[src/rtl/rwalk_pkg.sv]
package rwalk_pkg;
  typedef enum logic [1:0] {
    WK_IDLE  = 2'd0,
    WK_ISSUE = 2'd1,
    WK_WAIT  = 2'd2,
    WK_DONE  = 2'd3
  } walk_state_e;
endpackage

[src/rtl/rwalk_addr.sv]
module rwalk_addr #(
  parameter int VPN_W    = 36,
  parameter int PPN_W    = 36,
  parameter int PA_W     = 48,
  parameter int PG_SHIFT = 12,
  parameter int IDX_W    = 9,
  parameter int LEVELS   = 4,
  parameter int DESC_W   = 64,
  localparam int LVL_W   = $clog2(LEVELS),
  localparam int OFS_SH  = $clog2(DESC_W / 8)
) (
  input  logic [PPN_W-1:0] tbl_ppn,
  input  logic [VPN_W-1:0] vpn,
  input  logic [LVL_W-1:0] lvl,
  output logic [PA_W-1:0]  rd_addr
);
  logic [IDX_W-1:0] idx_by_lvl [LEVELS];

  // level 0 takes the most significant index slice
  for (genvar g = 0; g < LEVELS; g++) begin : g_idx
    assign idx_by_lvl[g] = vpn[IDX_W*(LEVELS-g)-1 -: IDX_W];
  end

  function automatic logic [PA_W-1:0] table_byte_addr(input logic [PPN_W-1:0] ppn);
    return {ppn, {PG_SHIFT{1'b0}}};
  endfunction

  function automatic logic [PA_W-1:0] entry_offset(input logic [IDX_W-1:0] idx);
    return {{(PA_W-IDX_W-OFS_SH){1'b0}}, idx, {OFS_SH{1'b0}}};
  endfunction

  assign rd_addr = table_byte_addr(tbl_ppn) + entry_offset(idx_by_lvl[lvl]);
endmodule

[src/rtl/rwalk_ctrl.sv]
module rwalk_ctrl
  import rwalk_pkg::*;
#(
  parameter int LEVELS = 4,
  localparam int LVL_W = $clog2(LEVELS)
) (
  input  logic             clk,
  input  logic             rst_n,
  input  logic             req_valid,
  input  logic             mem_rd_ready,
  input  logic             mem_rsp_valid,
  input  logic             desc_ok,
  output logic             req_ready,
  output logic             rd_valid,
  output logic             done,
  output logic             ev_accept,
  output logic             ev_step,
  output logic             ev_leaf,
  output logic             ev_fault,
  output logic [LVL_W-1:0] lvl
);
  localparam logic [LVL_W-1:0] LAST_LVL = LVL_W'(LEVELS - 1);

  walk_state_e state_q, state_d;
  logic [LVL_W-1:0] lvl_q, lvl_d;
  logic rsp_take;

  assign req_ready = (state_q == WK_IDLE);
  assign rd_valid  = (state_q == WK_ISSUE);
  assign done      = (state_q == WK_DONE);
  assign lvl       = lvl_q;

  assign ev_accept = req_valid && req_ready;
  assign rsp_take  = (state_q == WK_WAIT) && mem_rsp_valid;
  assign ev_fault  = rsp_take && !desc_ok;
  assign ev_leaf   = rsp_take && desc_ok && (lvl_q == LAST_LVL);
  assign ev_step   = rsp_take && desc_ok && (lvl_q != LAST_LVL);

  always_comb begin
    state_d = state_q;
    lvl_d   = lvl_q;
    unique case (state_q)
      WK_IDLE: if (ev_accept) begin
        state_d = WK_ISSUE;
        lvl_d   = '0;
      end
      WK_ISSUE: if (mem_rd_ready) state_d = WK_WAIT;
      WK_WAIT: begin
        if (ev_step) begin
          state_d = WK_ISSUE;
          lvl_d   = lvl_q + 1'b1;
        end else if (ev_leaf || ev_fault) begin
          state_d = WK_DONE;
        end
      end
      WK_DONE: state_d = WK_IDLE;
      default: state_d = WK_IDLE;
    endcase
  end

  always_ff @(posedge clk) begin
    if (!rst_n) begin
      state_q <= WK_IDLE;
      lvl_q   <= '0;
    end else begin
      state_q <= state_d;
      lvl_q   <= lvl_d;
    end
  end
endmodule

[src/rtl/rwalk_dp.sv]
module rwalk_dp #(
  parameter int VA_W     = 48,
  parameter int PA_W     = 48,
  parameter int BASE_W   = 64,
  parameter int ASID_W   = 16,
  parameter int DESC_W   = 64,
  parameter int PG_SHIFT = 12,
  parameter int NG_BIT   = 11,
  parameter int LEVELS   = 4,
  localparam int VPN_W   = VA_W - PG_SHIFT,
  localparam int PPN_W   = PA_W - PG_SHIFT,
  localparam int LVL_W   = $clog2(LEVELS)
) (
  input  logic              clk,
  input  logic              rst_n,
  input  logic              ev_accept,
  input  logic              ev_step,
  input  logic              ev_leaf,
  input  logic              ev_fault,
  input  logic [LVL_W-1:0]  lvl,
  input  logic [VA_W-1:0]   req_va,
  input  logic [BASE_W-1:0] base_reg,
  input  logic [DESC_W-1:0] rsp_data,
  output logic [VPN_W-1:0]  vpn,
  output logic [PPN_W-1:0]  tbl_ppn,
  output logic [ASID_W-1:0] asid,
  output logic [PPN_W-1:0]  res_ppn,
  output logic              res_ng,
  output logic              res_fault,
  output logic [LVL_W-1:0]  res_lvl
);
  function automatic logic [PPN_W-1:0] desc_page(input logic [DESC_W-1:0] d);
    return d[PA_W-1:PG_SHIFT];
  endfunction

  always_ff @(posedge clk) begin
    if (!rst_n) begin
      vpn       <= '0;
      tbl_ppn   <= '0;
      asid      <= '0;
      res_ppn   <= '0;
      res_ng    <= 1'b0;
      res_fault <= 1'b0;
      res_lvl   <= '0;
    end else begin
      if (ev_accept) begin
        vpn     <= req_va[VA_W-1:PG_SHIFT];
        tbl_ppn <= base_reg[PA_W-1:PG_SHIFT];
        asid    <= base_reg[BASE_W-1 -: ASID_W];
      end
      if (ev_step) tbl_ppn <= desc_page(rsp_data);
      if (ev_leaf) begin
        res_ppn   <= desc_page(rsp_data);
        res_ng    <= rsp_data[NG_BIT];
        res_fault <= 1'b0;
        res_lvl   <= lvl;
      end
      if (ev_fault) begin
        res_ppn   <= '0;
        res_ng    <= 1'b0;
        res_fault <= 1'b1;
        res_lvl   <= lvl;
      end
    end
  end
endmodule

[src/rtl/radix_walker.sv]
module radix_walker #(
  parameter int VA_W     = 48,
  parameter int PA_W     = 48,
  parameter int BASE_W   = 64,
  parameter int ASID_W   = 16,
  parameter int DESC_W   = 64,
  parameter int PG_SHIFT = 12,
  parameter int IDX_W    = 9,
  parameter int NG_BIT   = 11,
  parameter int LEVELS   = 4,
  localparam int VPN_W   = VA_W - PG_SHIFT,
  localparam int PPN_W   = PA_W - PG_SHIFT,
  localparam int LVL_W   = $clog2(LEVELS)
) (
  input  logic              clk,
  input  logic              rst_n,
  input  logic              req_valid,
  output logic              req_ready,
  input  logic [VA_W-1:0]   req_va,
  input  logic [BASE_W-1:0] base_reg,
  output logic              mem_rd_valid,
  input  logic              mem_rd_ready,
  output logic [PA_W-1:0]   mem_rd_addr,
  input  logic              mem_rsp_valid,
  input  logic [DESC_W-1:0] mem_rsp_data,
  output logic              done,
  output logic              fill_fault,
  output logic [LVL_W-1:0]  fill_fault_lvl,
  output logic [VPN_W-1:0]  fill_vpn,
  output logic [ASID_W-1:0] fill_asid,
  output logic [PPN_W-1:0]  fill_ppn,
  output logic              fill_ng
);
  // internal events, named for the checker
  logic ev_accept, ev_step, ev_leaf, ev_fault;
  logic [LVL_W-1:0] lvl;
  logic [PPN_W-1:0] tbl_ppn;
  logic [VPN_W-1:0] vpn;
  logic desc_ok;

  assign desc_ok = mem_rsp_data[0];

  rwalk_ctrl #(.LEVELS(LEVELS)) u_ctrl (
    .clk          (clk),
    .rst_n        (rst_n),
    .req_valid    (req_valid),
    .mem_rd_ready (mem_rd_ready),
    .mem_rsp_valid(mem_rsp_valid),
    .desc_ok      (desc_ok),
    .req_ready    (req_ready),
    .rd_valid     (mem_rd_valid),
    .done         (done),
    .ev_accept    (ev_accept),
    .ev_step      (ev_step),
    .ev_leaf      (ev_leaf),
    .ev_fault     (ev_fault),
    .lvl          (lvl)
  );

  rwalk_dp #(
    .VA_W(VA_W), .PA_W(PA_W), .BASE_W(BASE_W), .ASID_W(ASID_W),
    .DESC_W(DESC_W), .PG_SHIFT(PG_SHIFT), .NG_BIT(NG_BIT), .LEVELS(LEVELS)
  ) u_dp (
    .clk      (clk),
    .rst_n    (rst_n),
    .ev_accept(ev_accept),
    .ev_step  (ev_step),
    .ev_leaf  (ev_leaf),
    .ev_fault (ev_fault),
    .lvl      (lvl),
    .req_va   (req_va),
    .base_reg (base_reg),
    .rsp_data (mem_rsp_data),
    .vpn      (vpn),
    .tbl_ppn  (tbl_ppn),
    .asid     (fill_asid),
    .res_ppn  (fill_ppn),
    .res_ng   (fill_ng),
    .res_fault(fill_fault),
    .res_lvl  (fill_fault_lvl)
  );

  rwalk_addr #(
    .VPN_W(VPN_W), .PPN_W(PPN_W), .PA_W(PA_W), .PG_SHIFT(PG_SHIFT),
    .IDX_W(IDX_W), .LEVELS(LEVELS), .DESC_W(DESC_W)
  ) u_addr (
    .tbl_ppn(tbl_ppn),
    .vpn    (vpn),
    .lvl    (lvl),
    .rd_addr(mem_rd_addr)
  );

  assign fill_vpn = vpn;
endmodule

[config.mk]
export PLATFORM = sky130hd
export DESIGN_NAME = radix_walker
export DESIGN_NICKNAME = d
export VERILOG_FILES = /design/src/rtl/rwalk_pkg.sv /design/src/rtl/rwalk_addr.sv /design/src/rtl/rwalk_ctrl.sv /design/src/rtl/rwalk_dp.sv /design/src/rtl/radix_walker.sv
export SDC_FILE = /design/constraint.sdc
export NUM_CORES = 1
export LEC_CHECK = 0
export CAP_MARGIN = 20
export CORE_UTILIZATION = 24
export DETAILED_ROUTE_END_ITERATION = 12
export PLACE_DENSITY_LB_ADDON = 0.1
export REMOVE_ABC_BUFFERS = 1
export SLEW_MARGIN = 10
export SYNTH_ARGS = -nofsm -noshare
export SYNTH_HDL_FRONTEND = slang
export SYNTH_SLANG_ARGS = --single-unit
[constraint.sdc]
create_clock -name clk -period 3.6 [get_ports clk]
set_clock_uncertainty 0.15 [all_clocks]
set_input_delay 0.36 -clock clk [delete_from_list [all_inputs] [get_ports clk]]
set_output_delay 0.36 -clock clk [all_outputs]
set_load 0.05 [all_outputs]
==> results.json, run 1 <==
{
  "yosys.area_share.simple_pct": 17.6,
  "avgRoutedWirePerCell_um": 17.1,
  "crit_path_max_fanout": 13,
  "row_count": 55,
  "combPwrFrac_pct": 20.3,
  "antenna_left": 0,
  "ys_async_sr_fraction_pct": 0,
  "cts_tree": "done",
  "peakVddDrop_uv": 256,
  "syn_area_um2": 5520,
  "final_layout_size_suffix_gt1_share_pct": 6.73,
  "grt_pass1_wl_um": 31700,
  "wl_um": 20300,
  "drc": 0,
  "cts_resized": 0,
  "holdPathStages": 2,
  "net-switching-power_mw": 1.25,
  "arrival_ns": 2.60,
  "io_pins": 324,
  "grt_overflow": 0,
  "fin_tns_setup_ns": 0,
  "synth-edff-count": 0,
  "hold_path_class": "reg -> reg",
  "die-height_um": 154,
  "ys_warn_count": 0,
  "place_area_um2": 8450,
  "period_share_pct": 86.3,
  "area_delta_synth_final_pct": 64.6,
  "synthXorXnorAreaFrac_pct": 0,
  "setup_viol": 0,
  "crit_chain": "mux4_2, clkdlybuf4s50_1",
  "first_global_vias": 5427,
  "clk_latency_ns": 0.41,
  "worstSetupPathType": "reg -> out",
  "nFillCells": 2357,
  "worst_pin_slew_ns": 1.01,
  "cts_sinks": 132,
  "slowest_stage": "dfxtp_1",
  "initialDrtViolationCount": 248,
  "gr-usage-all-layers_pct": 17.2,
  "period_needed_ns": 3.11,
  "first_pass_iters": 4,
  "crit_family": "flip-flops",
  "finalHoldViolations": 0,
  "r2r_cells": 5,
  "initial_core_util_pct": 24.4,
  "clk_pin_slew_ns": 0.06,
  "power.density_nw_per_um2": 478,
  "place_ws_ns": 0.827,
  "netlist_instances": 656,
  "drv_cap": 0,
  "vias": 5520,
  "die_width_um": 154,
  "cp-start-kind": "flip-flop",
  "final_area_um2": 9080,
  "synth_common_cells": "177 x nand2_1, 132 x dfxtp_1, 40 x nand3_1",
  "grt_antenna_before_repair": 0,
  "globalplace.congestion": 0.713,
  "cts_setup_buffers": 0,
  "htree_levels": 4,
  "max_slew_margin_pct": 32.8,
  "avgSynthCellArea_um2": 8.41,
  "ctsHoldBuffers": 0,
  "required_ns": 3.09,
  "core_area_um2": 22600,
  "p_int_mw": 3.08,
  "ys_types": 32,
  "synth_compound_area_share_pct": 24.7,
  "worst_setup_path_end_kind": "primary output",
  "grt_max_degree": 80,
  "cts_buffers": 17,
  "yosysTopAreaCell": "dfxtp_1",
  "p_clk_share_pct": 43.1,
  "cts_buffer_depth": 2,
  "slowest_delay_ns": 0.86,
  "clockRootBuffer": "clkbuf_16",
  "rsz0062_at_grt": "no",
  "p_leak_nw": 3.12,
  "pwr-share-seq_pct": 36.6,
  "ys.flop_type": "dfxtp_1",
  "synth-seq-cells": 132,
  "status": "complete, no violations",
  "netSwitchingFraction_pct": 28.9,
  "insertedDiodeCount": 0,
  "setup_ws_ns": 0.492,
  "synth_top_family_by_area": "compound AO/OA/AOI/OAI gates",
  "synth_area_leaders": "dfxtp_1 48%, nand2_1 12%, a21boi_0 4.9%",
  "ys_seq_area_share_pct": 47.9,
  "layout.nets": 1076,
  "synth_mux_area_share_pct": 3.67,
  "hpwl_um": 13100,
  "synthAdderAreaFrac_pct": 0.227,
  "numPortBuffers": 270,
  "p_total_mw": 4.34,
  "yosysTopAreaCellShare_pct": 47.9,
  "maxSlewViolCount": 0,
  "via_per_inst": 4.63,
  "worstSetupPathDepth": 2,
  "die_area_um2": 23600,
  "cp_num_buf_inv": 1,
  "max_freq_mhz": 322,
  "synthMostInstantiatedCell": "nand2_1"
}
==> path summary, 6_finish.rpt <==
check	from	end	slack, ns
max	u_ctrl.lvl[0]	mem_rd_addr[9]	0.49
min	u_dp.asid[14]	u_dp.asid[14]	0.30
max reg2reg	u_ctrl.lvl[0]	u_dp.tbl_ppn[5]	1.24
min reg2reg	u_dp.asid[14]	u_dp.asid[14]	0.30
==> metrics by stage <==
step           util, %  hold WS [ns]  std cells
4_1_cts           40.2         0.305       1191
5_1_grt           40.2         0.324       1191
3_3_place_gp      37.4         0.293       1160
2_1_floorplan        -         0.328        591
6_report          40.2         0.302       1191
3_5_place_dp      37.4         0.296       1160
==> sequential cells by signal, summed over array words and instances (netlist names) <==
name and flops:
u_dp.asid 16, u_dp.res_ppn 36, u_dp.res_lvl 2, u_ctrl.lvl 2, u_dp.res_fault 1, u_dp.tbl_ppn 36
u_dp.res_ng 1, u_ctrl.state_q 2, u_dp.vpn 36
==> power groups by stage <==
stage               clock (mW)  sequential, mW  combinational (mW)
floorplan                    0            1.86               0.225
global placement             0            1.62               0.893
detailed placement           0            1.62               0.893
CTS                       1.93            1.59               0.895
global route              1.99            1.60               0.939
finish                    1.87            1.59               0.883
==> tightest hold or removal path, cell delays in order, from the launching register on <==
cell,delay (ns)
dfxtp_1,0.31
nand2_1,0.05
a21boi_1,0.05
==> per-layer routing <==
metal	wire length, µm	global-route usage (%)	vias to the layer above
li1	-	-	2770
met1	9310	22.4	2513
met2	8930	26.6	224
met3	1890	6.57	13
met4	179	4.43	0
met5	0	0	-
==> area by class of cell <==
| cell class | count | area, µm² | area share [%] |
|---|---|---|---|
| tap | 285 | 357 | 3.93 |
| clock buffer | 19 | 453 | 4.99 |
| clock inverter | 12 | 180 | 1.98 |
| sequential | 132 | 2640 | 29.1 |
| inverter | 1 | 3.75 | 0.0413 |
| timing repair buffer | 284 | 2880 | 31.7 |
| multi-input combinational | 458 | 2570 | 28.3 |
==> layout by cell type (no fill, tap or decap), types with 4 or more instances in the layout <==
cell type / instances
buf_12: 6
nand2_1: 177
buf_4: 8
a21boi_0: 36
a31oi_1: 36
clkinv_4: 4
a21boi_1: 21
clkdlybuf4s50_1: 269
mux4_2: 9
clkbuf_16: 17
dfxtp_1: 132
nand3_1: 40
o31ai_1: 36
o21ai_0: 39
bufinv_16: 4
a21oi_1: 37
==> logic make-up (layout without fill, tap and decap cells) <==
group / after synthesis / after routing
flip-flops: 132 / 132
buffers and inverters: 68 / 316
multiplexers: 9 / 9
adder cells (fa/ha/maj): 1 / 1
AND/OR/NAND/NOR: 232 / 232
other: 1 / 3
AO/OA/AOI/OAI: 213 / 213
Note: power is estimated with default switching activity, not from simulation.
==> inputs of run 2 (changes only) <==
--- a/config.mk
+++ b/config.mk
@@ -8,8 +8,10 @@
 export CAP_MARGIN = 20
 export CORE_UTILIZATION = 24
 export DETAILED_ROUTE_END_ITERATION = 12
+export DONT_BUFFER_PORTS = 1
 export PLACE_DENSITY_LB_ADDON = 0.1
 export REMOVE_ABC_BUFFERS = 1
+export SKIP_CTS_REPAIR_TIMING = 1
 export SLEW_MARGIN = 10
 export SYNTH_ARGS = -nofsm -noshare
 export SYNTH_HDL_FRONTEND = slang
==> run 2 against run 1 <==
Compared with the run above: maximum frequency grew 15%; first-iteration DRC count grew 33%; combinational power shrank 52%; cell count shrank 12%; largest power group unchanged.
==> results.json, run 2 (synthesis gave the netlist of run 1 again) <==
{
  "antenna_left": 0,
  "reg2reg_from": "u_ctrl.state_q[0]",
  "slowest_delay_ns": 0.74,
  "hpwl_um": 11200,
  "initial_core_util_pct": 24.4,
  "worst_setup_path_end_kind": "flip-flop",
  "die_width_um": 154,
  "wl_um": 19100,
  "maxSlewViolCount": 0,
  "period_share_pct": 74.8,
  "r2r_cells": 5,
  "area_delta_synth_final_pct": 38.9,
  "arrival_ns": 2.89,
  "io_pins": 324,
  "final_common_cell": "nand2_1",
  "grt_antenna_before_repair": 0,
  "p_leak_nw": 2.67,
  "status": "complete, no violations",
  "grt_max_degree": 97,
  "reg_top3": "u_dp.res_ppn x36, u_dp.tbl_ppn x36, u_dp.vpn x36",
  "required_ns": 3.80,
  "numPortBuffers": 0,
  "reg2reg_slack_ns": 0.91,
  "p_total_mw": 4.26,
  "clk_latency_ns": 0.40,
  "fin_hold_ws_ns": 0.0150,
  "clk_pin_slew_ns": 0.06,
  "fin_tns_setup_ns": 0,
  "place_area_um2": 5660,
  "finalHoldViolations": 0,
  "die-height_um": 154,
  "crit_chain": "or3b_4, buf_4, nand2_1, a31oi_1, dlygate4sd3_1",
  "cts_buffer_depth": 2,
  "worst_pin_slew_ns": 1.04,
  "peakVddDrop_uv": 277,
  "first_global_vias": 4616,
  "via_per_inst": 5.02,
  "grt_overflow": 0,
  "drv_cap": 0,
  "cp-start-kind": "flip-flop",
  "initialDrtViolationCount": 330,
  "cts_sinks": 132,
  "slowest_stage": "or3b_4",
  "final_layout_size_suffix_gt1_share_pct": 7.33,
  "die_area_um2": 23600,
  "avgRoutedWirePerCell_um": 18.2,
  "insertedDiodeCount": 0,
  "drc": 0,
  "rr_endpoint": "u_dp.tbl_ppn[1]",
  "holdPathStages": 2,
  "cts_tree": "done",
  "rsz0062_at_grt": "no",
  "place_ws_ns": 1.41,
  "clockRootBuffer": "clkbuf_16",
  "core_area_um2": 22600,
  "final_area_um2": 7660,
  "cts_buffers": 17,
  "crit_path_max_fanout": 60,
  "power.density_nw_per_um2": 556,
  "worstSetupPathType": "reg -> reg",
  "first_pass_iters": 4,
  "max_slew_margin_pct": 30.4,
  "globalplace.congestion": 0.697,
  "layout.nets": 934,
  "hold_end": "u_dp.tbl_ppn[30]",
  "htree_levels": 4,
  "mostFrequentLayoutCells": "177 x nand2_1, 132 x dfxtp_1, 131 x dlygate4sd3_1",
  "vias": 5269,
  "row_count": 55,
  "max_freq_mhz": 371,
  "gr-usage-all-layers_pct": 14.9,
  "grt_pass1_wl_um": 27300,
  "hold_path_class": "in -> reg",
  "setup_viol": 0,
  "setup_ws_ns": 0.905,
  "hp-start": "mem_rsp_data[42]",
  "period_needed_ns": 2.69
}
-- run 2: cell types whose count changed in the layout (fill, tap and decap cells not counted), sizes merged --
| cell | previous run | this run |
|---|---|---|
| clkdlybuf4s50 | 269 | 0 |
| dlygate4sd3 | 0 | 131 |
| buf | 15 | 11 |
| bufinv | 4 | 6 |
| clkinv | 6 | 4 |
-- run 2: final cells by class --
type,count,area [µm²]
sequential,132,2640
clock inverter,12,230
tap,285,357
clock buffer,19,433
multi-input combinational,458,2570
inverter,1,3.75
timing repair buffer,142,1430
fill,2353,14900
-- run 2: power by group --
| group | switching (mW) | internal, mW | leakage (nW) |
|---|---|---|---|
| combinational | 0.239 | 0.189 | 1.28 |
| clock | 0.682 | 1.30 | 0.313 |
| sequential | 0.314 | 1.54 | 1.08 |
-- run 2: worst max-delay path by stage --
stage,start,end,depth (start not counted)
3_3_place_gp,u_ctrl.lvl[0],u_ctrl.lvl[0],4
4_1_cts,u_ctrl.state_q[0],mem_rd_valid,1
2_1_floorplan,u_ctrl.state_q[0],u_dp.res_ng,3
6_report,u_ctrl.state_q[0],u_dp.tbl_ppn[1],5
3_5_place_dp,u_ctrl.state_q[0],u_dp.tbl_ppn[24],4
5_1_grt,u_ctrl.state_q[1],u_dp.tbl_ppn[34],5
-- run 2: per-stage QoR --
step / std cells / util (%)
2_1_floorplan: 591 / -
3_3_place_gp: 886 / 25.1
3_5_place_dp: 886 / 25.1
4_1_cts: 917 / 28.0
5_1_grt: 1049 / 34.0
6_report: 1049 / 34.0
-- run 2: per-layer routing --
metal	vias up	share of wire (%)	track usage, %
li1	2496	-	-
met3	16	9.9	7.10
met1	2497	41	16.8
met4	0	1.7	4.81
met5	-	0	0
met2	260	47	24.8
-- run 2: critical path: cells and delay by family (launching register included) --
family / cells / cell delay [ns]
and+or+nand+nor: 2 / 0.82
DFF: 1 / 0.53
buffers and inverters: 2 / 0.92
AOI/OAI and AO/OA: 1 / 0.17
==> inputs of run 3 (changes only) <==
==> constraint.sdc (replaced) <==
create_clock -name clk -period 2.73 [get_ports clk]
set_clock_uncertainty 0.15 [all_clocks]
set_input_delay 0.273 -clock clk [delete_from_list [all_inputs] [get_ports clk]]
set_output_delay 0.273 -clock clk [all_outputs]
set_load 0.05 [all_outputs]
==> run 3 against run 2 <==
Compared with the run above: first-iteration DRC count grew 6.7%; combinational power grew 48%; die area is the same; setup slack lost 0.62 ns; global-route usage grew 0.23 points; largest power group unchanged; critical path depth is the same; register-to-register slack lost 0.62 ns; utilization grew 0.52 points; via count is essentially flat; final area grew 1.5%; sequential power grew 30%; non-clock buffer count grew 13.
==> results.json, run 3 (synthesis gave the netlist of run 1 again) <==
{
  "initial_core_util_pct": 24.4,
  "area_delta_synth_final_pct": 41.0,
  "power.density_nw_per_um2": 727,
  "status": "complete, no violations",
  "period_share_pct": 89.5,
  "grt_max_degree": 97,
  "cts_buffer_depth": 2,
  "final_common_cell": "nand2_1",
  "pwr-share-seq_pct": 42.5,
  "finalHoldViolations": 0,
  "htree_levels": 4,
  "drv_cap": 0,
  "nFillCells": 2325,
  "first_pass_iters": 4,
  "final_layout_size_suffix_gt1_share_pct": 8.74,
  "die-height_um": 154,
  "reg_top3": "u_dp.res_ppn x36, u_dp.tbl_ppn x36, u_dp.vpn x36",
  "initialDrtViolationCount": 352,
  "clk_pin_slew_ns": 0.06,
  "fin_util_pct": 34.5,
  "holdPathStages": 3,
  "r2r_cells": 5,
  "gr-usage-all-layers_pct": 15.2,
  "globalplace.congestion": 0.705,
  "cts_sinks": 132,
  "row_count": 55,
  "rr_endpoint": "u_dp.vpn[21]",
  "p_clk_share_pct": 46.3,
  "hp-start": "rst_n",
  "reg2reg_from": "u_ctrl.state_q[0]",
  "required_ns": 2.93,
  "netSwitchingFraction_pct": 29.0,
  "net-switching-power_mw": 1.64,
  "maxSlewViolCount": 0,
  "io_pins": 324,
  "die_width_um": 154,
  "p_int_mw": 4.02,
  "worst_setup_path_end_kind": "flip-flop",
  "grt_antenna_before_repair": 0,
  "worst_pin_slew_ns": 0.885,
  "clk_latency_ns": 0.40,
  "cts_buffers": 17,
  "hold_end": "u_dp.res_ppn[28]",
  "arrival_ns": 2.64,
  "peakVddDrop_uv": 380,
  "fin_tns_setup_ns": 0,
  "die_area_um2": 23600,
  "slowest_stage": "or3b_4",
  "via_per_inst": 4.96,
  "core_area_um2": 22600,
  "hpwl_um": 11700,
  "grt_pass1_wl_um": 27800,
  "hold_path_class": "in -> reg",
  "first_global_vias": 4716,
  "grt_overflow": 0,
  "layout.nets": 947,
  "worstSetupPathType": "reg -> reg",
  "rsz0062_at_grt": "no",
  "setup_ws_ns": 0.287,
  "max_slew_margin_pct": 40.8,
  "reg2reg_slack_ns": 0.29,
  "cts_tree": "done",
  "fin_hold_ws_ns": 0.0394,
  "max_freq_mhz": 409,
  "wl_um": 19100,
  "setup_viol": 0,
  "crit_path_max_fanout": 44,
  "slowest_delay_ns": 0.63,
  "avgRoutedWirePerCell_um": 17.9,
  "numPortBuffers": 0,
  "mostFrequentLayoutCells": "177 x nand2_1, 132 x dlygate4sd3_1, 132 x dfxtp_1",
  "p_leak_nw": 2.74,
  "clockRootBuffer": "clkbuf_16",
  "vias": 5274,
  "antenna_left": 0,
  "drc": 0,
  "period_needed_ns": 2.44,
  "combPwrFrac_pct": 11.2,
  "crit_chain": "or3b_4, buf_12, nand2_1, a21boi_1, dlygate4sd3_1",
  "place_ws_ns": 0.624,
  "cp-start-kind": "flip-flop",
  "p_total_mw": 5.65
}
run 3: changes by cell type in the layout (fill, tap and decap cells not counted):
cell,previous run,this run
clkbuf_1,2,3
buf_12,1,2
diode_2,0,1
dlygate4sd3_1,131,132
clkinv_4,4,3
clkinvlp_4,2,1
buf_4,9,20
inv_6,0,1
clkinv_2,0,1
run 3: critical path: cells and delay by family (launching register included):
| kind | cells | cell delay [ns] |
|---|---|---|
| buffers and inverters | 2 | 0.82 |
| AOI/OAI and AO/OA | 1 | 0.16 |
| and+or+nand+nor | 2 | 0.70 |
| DFF | 1 | 0.54 |
run 3: stage by stage:
step                instances  instance area [µm²]
finish                   1064                 7780
global route             1063                 7780
CTS                       930                 6430
detailed placement        898                 5760
global placement          898                 5760
floorplan                 591                 5210
run 3: power by group through the flow:
stage                     registers, mW  clock network (mW)  logic (mW)
final                              2.40                2.62       0.632
after global routing               2.41                2.80       0.689
after CTS                          2.40                2.70       0.447
after detailed placement           2.44                   0       0.447
after global placement             2.44                   0       0.439
after floorplan                    2.45                   0       0.296
run 3: worst max-delay path by stage:
stage / cells past startpoint / slack [ns] / start / to
6_report: 5 / 0.29 / u_ctrl.state_q[0] / u_dp.vpn[21]
5_1_grt: 5 / 0.08 / u_ctrl.state_q[0] / u_dp.vpn[22]
4_1_cts: 2 / 0.55 / u_ctrl.lvl[0] / mem_rd_addr[8]
3_5_place_dp: 4 / 0.62 / u_ctrl.lvl[0] / u_dp.tbl_ppn[26]
3_3_place_gp: 4 / 0.69 / u_ctrl.lvl[0] / u_dp.tbl_ppn[3]
2_1_floorplan: 3 / -0.004 / u_ctrl.state_q[0] / u_dp.res_ng
run 3: per-layer routing:
layer	up-vias	wire [µm]	global-route usage, %
li1	2511	-	-
met1	2503	7860	17.4
met2	251	9220	25.1
met3	9	1860	7.22
met4	0	146	4.14
met5	-	0	0
run 3: area by class of cell:
| cell class | instances | area, µm² | share of cell area, % |
|---|---|---|---|
| antenna | 1 | 2.50 | 0.0322 |
| inverter | 1 | 3.75 | 0.0482 |
| timing repair buffer | 155 | 1540 | 19.8 |
| clock buffer | 20 | 437 | 5.61 |
| multi-input combinational | 458 | 2570 | 33.0 |
| sequential | 132 | 2640 | 34.0 |
| tap | 285 | 357 | 4.58 |
| clock inverter | 12 | 228 | 2.93 |
